===== src/rtl/kscan_pkg.sv =====
package kscan_pkg;
  typedef enum logic [1:0] {
    ST_IDLE = 2'd0,
    ST_SCAN = 2'd1,
    ST_REQ  = 2'd2,
    ST_READ = 2'd3
  } kscan_state_e;
endpackage


===== src/rtl/kscan_sync.sv =====
module kscan_sync #(
  parameter int WIDTH = 5
) (
  input  logic             clk_i,
  input  logic             rst_ni,
  input  logic [WIDTH-1:0] d_i,
  output logic [WIDTH-1:0] q_o
);
  logic [WIDTH-1:0] meta_q;

  always_ff @(posedge clk_i or negedge rst_ni) begin
    if (!rst_ni) begin
      meta_q <= '0;
      q_o    <= '0;
    end else begin
      meta_q <= d_i;
      q_o    <= meta_q;
    end
  end
endmodule


===== src/rtl/kscan_capture.sv =====
module kscan_capture #(
  parameter int N_DRV = 6,
  parameter int N_SNS = 5,
  localparam int N_KEYS = N_DRV * N_SNS,
  localparam int ROW_W  = (N_DRV > 1) ? $clog2(N_DRV) : 1
) (
  input  logic              clk_i,
  input  logic              rst_ni,
  input  logic              sample_i,
  input  logic              second_i,
  input  logic [ROW_W-1:0]  row_i,
  input  logic [N_SNS-1:0]  sense_i,
  output logic [N_KEYS-1:0] first_o,
  output logic [N_KEYS-1:0] second_o
);
  always_ff @(posedge clk_i or negedge rst_ni) begin
    if (!rst_ni) begin
      first_o  <= '0;
      second_o <= '0;
    end else if (sample_i) begin
      for (int k = 0; k < N_DRV; k++) begin
        if (row_i == ROW_W'(k)) begin
          if (second_i) second_o[k*N_SNS +: N_SNS] <= sense_i;
          else          first_o[k*N_SNS +: N_SNS]  <= sense_i;
        end
      end
    end
  end

  assert_row_range_R4: assert property (@(posedge clk_i) disable iff (!rst_ni)
    sample_i |-> (row_i < ROW_W'(N_DRV)));
endmodule


===== src/rtl/kscan_matrix.sv =====
module kscan_matrix
  import kscan_pkg::*;
#(
  parameter int N_DRV      = 6,
  parameter int N_SNS      = 5,
  parameter int SCAN_TICKS = 12000,
  parameter int REQ_TICKS  = 25600,
  localparam int N_KEYS    = N_DRV * N_SNS
) (
  input  logic              clk_i,
  input  logic              rst_ni,
  input  logic              tick_i,
  input  logic              blank_i,
  input  logic [1:0]        sleep_code_i,
  input  logic [N_SNS-1:0]  sense_i,
  output logic [N_DRV-1:0]  drive_o,
  input  logic              xfer_start_i,
  input  logic              xfer_done_i,
  output logic              req_no,
  output logic [N_KEYS-1:0] keys_o
);
  localparam int ROW_TICKS = SCAN_TICKS / N_DRV;
  localparam int CNT_W     = $clog2(REQ_TICKS);
  localparam int SLOT_W    = (ROW_TICKS > 1) ? $clog2(ROW_TICKS) : 1;
  localparam int ROW_W     = (N_DRV > 1) ? $clog2(N_DRV) : 1;

  kscan_state_e       state_q;
  logic [CNT_W-1:0]   cnt_q;
  logic [SLOT_W-1:0]  slot_q;
  logic [ROW_W-1:0]   row_q;
  logic [N_SNS-1:0]   sense_s;
  logic [N_KEYS-1:0]  scan_a, scan_b;
  logic               in_win, in_second, sample, pair_end, press;

  function automatic logic [N_DRV-1:0] idle_pattern(input logic [1:0] code);
    logic [N_DRV-1:0] p;
    for (int k = 0; k < N_DRV; k++) begin
      case (code)
        2'b00:   p[k] = 1'b1;
        2'b01:   p[k] = (k == N_DRV-1);
        2'b10:   p[k] = (k >= N_DRV-2);
        default: p[k] = (k >= 1);
      endcase
    end
    return p;
  endfunction

  kscan_sync #(.WIDTH(N_SNS)) i_sync (
    .clk_i (clk_i),
    .rst_ni(rst_ni),
    .d_i   (sense_i),
    .q_o   (sense_s)
  );

  assign in_win    = cnt_q < CNT_W'(2*SCAN_TICKS);
  assign in_second = cnt_q >= CNT_W'(SCAN_TICKS);
  assign press     = |sense_s;
  assign pair_end  = (state_q == ST_SCAN) && tick_i && (cnt_q == CNT_W'(REQ_TICKS-1));
  assign sample    = (state_q == ST_SCAN) && tick_i && in_win && !blank_i &&
                     (slot_q == SLOT_W'(ROW_TICKS-1));

  kscan_capture #(.N_DRV(N_DRV), .N_SNS(N_SNS)) i_capture (
    .clk_i   (clk_i),
    .rst_ni  (rst_ni),
    .sample_i(sample),
    .second_i(in_second),
    .row_i   (row_q),
    .sense_i (sense_s),
    .first_o (scan_a),
    .second_o(scan_b)
  );

  always_ff @(posedge clk_i or negedge rst_ni) begin
    if (!rst_ni) begin
      state_q <= ST_IDLE;
      cnt_q   <= '0;
      slot_q  <= '0;
      row_q   <= '0;
      keys_o  <= '0;
    end else if (blank_i) begin
      state_q <= ST_IDLE;
      cnt_q   <= '0;
      slot_q  <= '0;
      row_q   <= '0;
      keys_o  <= '0;
    end else begin
      case (state_q)
        ST_IDLE: if (press) begin
          state_q <= ST_SCAN;
          cnt_q   <= '0;
          slot_q  <= '0;
          row_q   <= '0;
        end
        ST_SCAN: if (tick_i) begin
          if (pair_end) begin
            cnt_q  <= '0;
            slot_q <= '0;
            row_q  <= '0;
            if (scan_b == '0) begin
              state_q <= ST_IDLE;
            end else if (scan_a == scan_b) begin
              keys_o  <= scan_b;
              state_q <= ST_REQ;
            end
          end else begin
            cnt_q <= cnt_q + CNT_W'(1);
            if (in_win) begin
              if (slot_q == SLOT_W'(ROW_TICKS-1)) begin
                slot_q <= '0;
                row_q  <= (row_q == ROW_W'(N_DRV-1)) ? '0 : row_q + ROW_W'(1);
              end else begin
                slot_q <= slot_q + SLOT_W'(1);
              end
            end
          end
        end
        ST_REQ:  if (xfer_start_i) state_q <= ST_READ;
        ST_READ: if (xfer_done_i)  state_q <= ST_IDLE;
        default: state_q <= ST_IDLE;
      endcase
    end
  end

  assign drive_o = (state_q == ST_SCAN && in_win) ? (N_DRV'(1) << row_q)
                                                  : idle_pattern(sleep_code_i);
  assign req_no  = (state_q != ST_REQ);

  assert_req_has_keys_R5: assert property (@(posedge clk_i) disable iff (!rst_ni)
    !req_no |-> (keys_o != '0));
  assert_req_from_pair_R6: assert property (@(posedge clk_i) disable iff (!rst_ni)
    $fell(req_no) |-> ($past(state_q) == ST_SCAN && $past(tick_i)));
  assert_start_releases_R8: assert property (@(posedge clk_i) disable iff (!rst_ni)
    (!req_no && xfer_start_i && !blank_i) |=> req_no);
  assert_blank_clears_R10: assert property (@(posedge clk_i) disable iff (!rst_ni)
    blank_i |=> (req_no && keys_o == '0));
  assert_timer_holds_R11: assert property (@(posedge clk_i) disable iff (!rst_ni)
    (state_q == ST_SCAN && !tick_i && !blank_i) |=> $stable(cnt_q));
endmodule


===== config.mk =====
export PLATFORM = sky130hd
export DESIGN_NAME = kscan_matrix
export DESIGN_NICKNAME = d
export VERILOG_FILES = /design/src/rtl/kscan_pkg.sv /design/src/rtl/kscan_sync.sv /design/src/rtl/kscan_capture.sv /design/src/rtl/kscan_matrix.sv
export SDC_FILE = /design/constraint.sdc
export NUM_CORES = 1
export LEC_CHECK = 0
export BUFFER_PORTS_ARGS = -buffer_cell sky130_fd_sc_hd__buf_2
export CAP_MARGIN = 0
export CORE_MARGIN = 3
export CORE_UTILIZATION = 55
export CTS_CLUSTER_DIAMETER = 150
export DETAILED_ROUTE_END_ITERATION = 10
export GPL_TIMING_DRIVEN = 0
export MAX_ROUTING_LAYER = met4
export PLACE_DENSITY = 0.81
export SLEW_MARGIN = 10
export SYNTH_ARGS = -nofsm -noshare
export SYNTH_HDL_FRONTEND = slang
export SYNTH_HIERARCHICAL = 1
export SYNTH_SLANG_ARGS = --single-unit

===== constraint.sdc =====
create_clock -name clk_i -period 2.9 [get_ports clk_i]
set_input_delay 0.435 -clock clk_i [delete_from_list [all_inputs] [get_ports clk_i]]
set_output_delay 0.435 -clock clk_i [all_outputs]
set_load 0.01 [all_outputs]

==> impl_metrics.toml <==
[worst_setup_path]
arrival_ns = 3.11
end_kind = "flip-flop"
crit_family = "simple AND/OR/NAND/NOR gates"
critical_path.slowest_cell = "nor4bb_1"
worst-path-buf-inv = 1
worst-setup-path-type = "flip-flop to flip-flop"
cp_cell_sequence = "nor4bb_1 > nand3_2 > nor2_4 > and4_2 > nand3b_1 > buf_4 > nor3b_4 > mux2_2"
critPathRequiredTime_ns = 3.20
crit_path_start_kind = "flip-flop"
critPathMaxFanout = 7
cpPeakStageDelay_ns = 0.45

[synth]
ys.flop_type = "dfrtp_1"
yosys_warnings = 6
yosys.area_share.simple_pct = 16.03
muxShareOfSynthArea_pct = 10.83
syn_area_per_cell_um2 = 10.59
synth_top_family_by_area = "simple AND/OR/NAND/NOR gates"
synth_top_cells_by_area = "dfrtp_1 (50%), mux2_2 (9.4%), xor2_1 (4.5%), o311ai_0 (4.0%), nand3_1 (3.6%)"
ys_seq_elements = 131
synth_top_cell_area_share_pct = 49.70
syn_inst = 623
syn-cell-area_um2 = 6596
synth-xor-area-share_pct = 4.514
ys_types = 52
ys_seq_area_share_pct = 49.70
yosys.area_share.adder_pct = 1.138
syn_nets = 642
synth_top_area_cell = "dfrtp_1"
async_flop_share_pct = 100.0
synth_edf_count = 0
synth-compound-area-share_pct = 14.40

[placed_design]
place_hpwl_mm = 11.60
placedInstanceArea_um2 = 7054
preCtsSetupSlack_ns = 0.1852
placedCellCount = 816
gp_congestion = 0.8810
port_buffers = 49

[cts]
h-tree-depth = 4
tritoncts = "yes"
clock_latency_ns = 0.42
numCtsBuffers = 17
clock_path_buffers = 2
root_buffer = "clkbuf_16"
clkTransAtPathRegs_ns = 0.06
clock-sinks = 131

[grt]
grt_usage_pct = 27.30
grt.busiest_layer = "met2"
grt_pass1_wl_mm = 27.43
grt_util_met2_pct = 41.32
met3_usage_pct = 6.893
grt_max_degree = 93
antenna_found_initial = 0
use_met1_pct = 35.59
first_global_vias = 5377
grt-ovfl-total = 0

[sta]
fmax_mhz = 355.5
finalSetupTns_ns = 0
maxSlewViolCount = 0
slew_headroom_pct = 41.34
fin_skew_ns = 0.006419
tightest_slew_ns = 0.8772
setup_ws_ns = 0.08719
setup_viol = 0
hold_viol_final = 0
period_needed_ns = 2.813
final.period_utilization_pct = 96.99

[detailed_routing]
drtPass1Iterations = 6
antenna_left = 0
drt-total-wl_mm = 16.94
vias_per_cell = 6.473
drt_iter0_drc = 526
num_vias = 5502
wl_per_cell_um = 19.93
drc_errors = 0

[cells_and_area]
final_cell_area_um2 = 7647
layout_commonest_cell = "dfrtp_1"
layout.cells.non_filler = 850
layout_common_cells = "dfrtp_1 (131), buf_2 (56), mux2_2 (55)"
drive_gt1_share_pct = 23.76
layout.nets = 713
area.growth.synth_to_final_pct = 15.93
antenna_cells = 0

[die]
initial_core_util_pct = 57.04
pin_count = 50
rows = 39
design.core.area_um2 = 11560
fp.dieH_um = 115.5
fp.dieArea_um2 = 13340
dieWidth_um = 115.5

[power_and_ir_drop]
power_frac_clock_pct = 48.5
p_leak_nw = 3.553
power_mw = 3.975
swShare_pct = 24.80
switching_power_mw = 0.9858
seqPwrFrac_pct = 46.6
internal_power_mw = 2.989
comb_power_share_pct = 4.9
powerDensity_nw_per_um2 = 519.8
peakVddDrop_mv = 0.3512

[outcome]
status = "finished clean"

[hold_path]
hp-class = "input port to flip-flop"

[flow_run]
drv_cap = 0
-- registers in the layout, summed over array words and instances, names as in the netlist --
register	cells
cnt_q	15
i_capture/first_o	30
row_q	3
i_capture/second_o	30
i_sync/meta_q	5
slot_q	11
keys_o	30
i_sync/q_o	5
state_q	2
-- logic make-up (layout without fill, tap and decap cells) --
kind of cell | count (synthesis) | in the layout
AND/OR/NAND/NOR | 200 | 200
AO/OA/AOI/OAI | 133 | 133
flip-flops | 131 | 131
multiplexers | 62 | 62
buffers and inverters | 57 | 141
XOR/XNOR | 34 | 34
adder cells (fa/ha/maj) | 6 | 6
-- final timing paths --
path	end	slack (ns)	from	cells after the start
worst min-delay path	i_sync/meta_q[1]	0.12	sense_i[1]	1
max in group asynchronous	row_q[1]	1.65	rst_ni	3
worst min register to register	i_sync/q_o[1]	0.35	i_sync/meta_q[1]	0
worst max-delay path	i_capture/second_o[12]	0.09	slot_q[4]	8
min in group asynchronous	keys_o[15]	0.49	rst_ni	2
worst max register to register	i_capture/second_o[12]	0.09	slot_q[4]	8
-- layout make-up --
type                            count  area, µm²
Tap cell                          143      178.9
Inverter                           12      45.04
Clock buffer                       17      425.4
Fill cell                         829       3918
Buffer                             45      178.9
Sequential cell                   131       3278
Multi-Input combinational cell    435       3134
Clock inverter                     15      110.1
Timing Repair Buffer               52      296.5
-- metrics by stage --
stage	util [%]	hold WS [ns]
after detailed placement	61.00	0.3372
final	66.13	0.1175
after CTS	65.76	0.1063
after global routing	66.13	0.1072
after global placement	60.71	0.3311
after floorplan	-	0.1394
-- cell usage after synthesis, types with 2 or more instances --
library cell / number
dfrtp_1: 131
mux2_2: 55
nand2_1: 52
nand3_1: 48
xor2_1: 34
clkbuf_1: 33
o211ai_1: 32
o311ai_0: 30
o21ai_0: 28
nor2_1: 20
nor4_1: 16
a21oi_1: 13
nand4_1: 12
nor3_1: 12
inv_1: 11
o31ai_1: 9
buf_2: 8
or3_1: 7
ha_1: 6
and3_1: 5
mux2_4: 5
or4_1: 5
buf_1: 4
nor2b_1: 4
a21o_1: 3
a31o_2: 3
and2_1: 3
or2_2: 3
a31oi_1: 2
and4_1: 2
and4b_1: 2
mux2i_1: 2
nand3b_1: 2
nor3b_2: 2
o2111ai_1: 2
-- power by group through the flow --
stage | Sequential [mW] | Clock [mW] | Combinational [mW]
after floorplan | 1.88 | 0 | 0.0976
final | 1.85 | 1.93 | 0.196
after CTS | 1.85 | 1.95 | 0.196
after detailed placement | 1.88 | 0 | 0.192
after global routing | 1.85 | 2.03 | 0.217
after global placement | 1.88 | 0 | 0.180
-- layer usage --
layer  vias up  routed length [µm]
met4         0                 352
met5         -                   0
li1       2491                   -
met2       229                8076
met1      2738                7255
met3        44                1257
-- repair_timing --
action | CTS | global route
gates cloned | 0 | 0
setup buffers | 0 | 1
resized for setup | 1 | 9
hold buffers | 1 | 0
endpoints found under the hold margin | 39 | 0
pin swaps | 0 | 1
endpoints found under the setup margin | 5 | 44
Power figures use the tool's default switching activity.
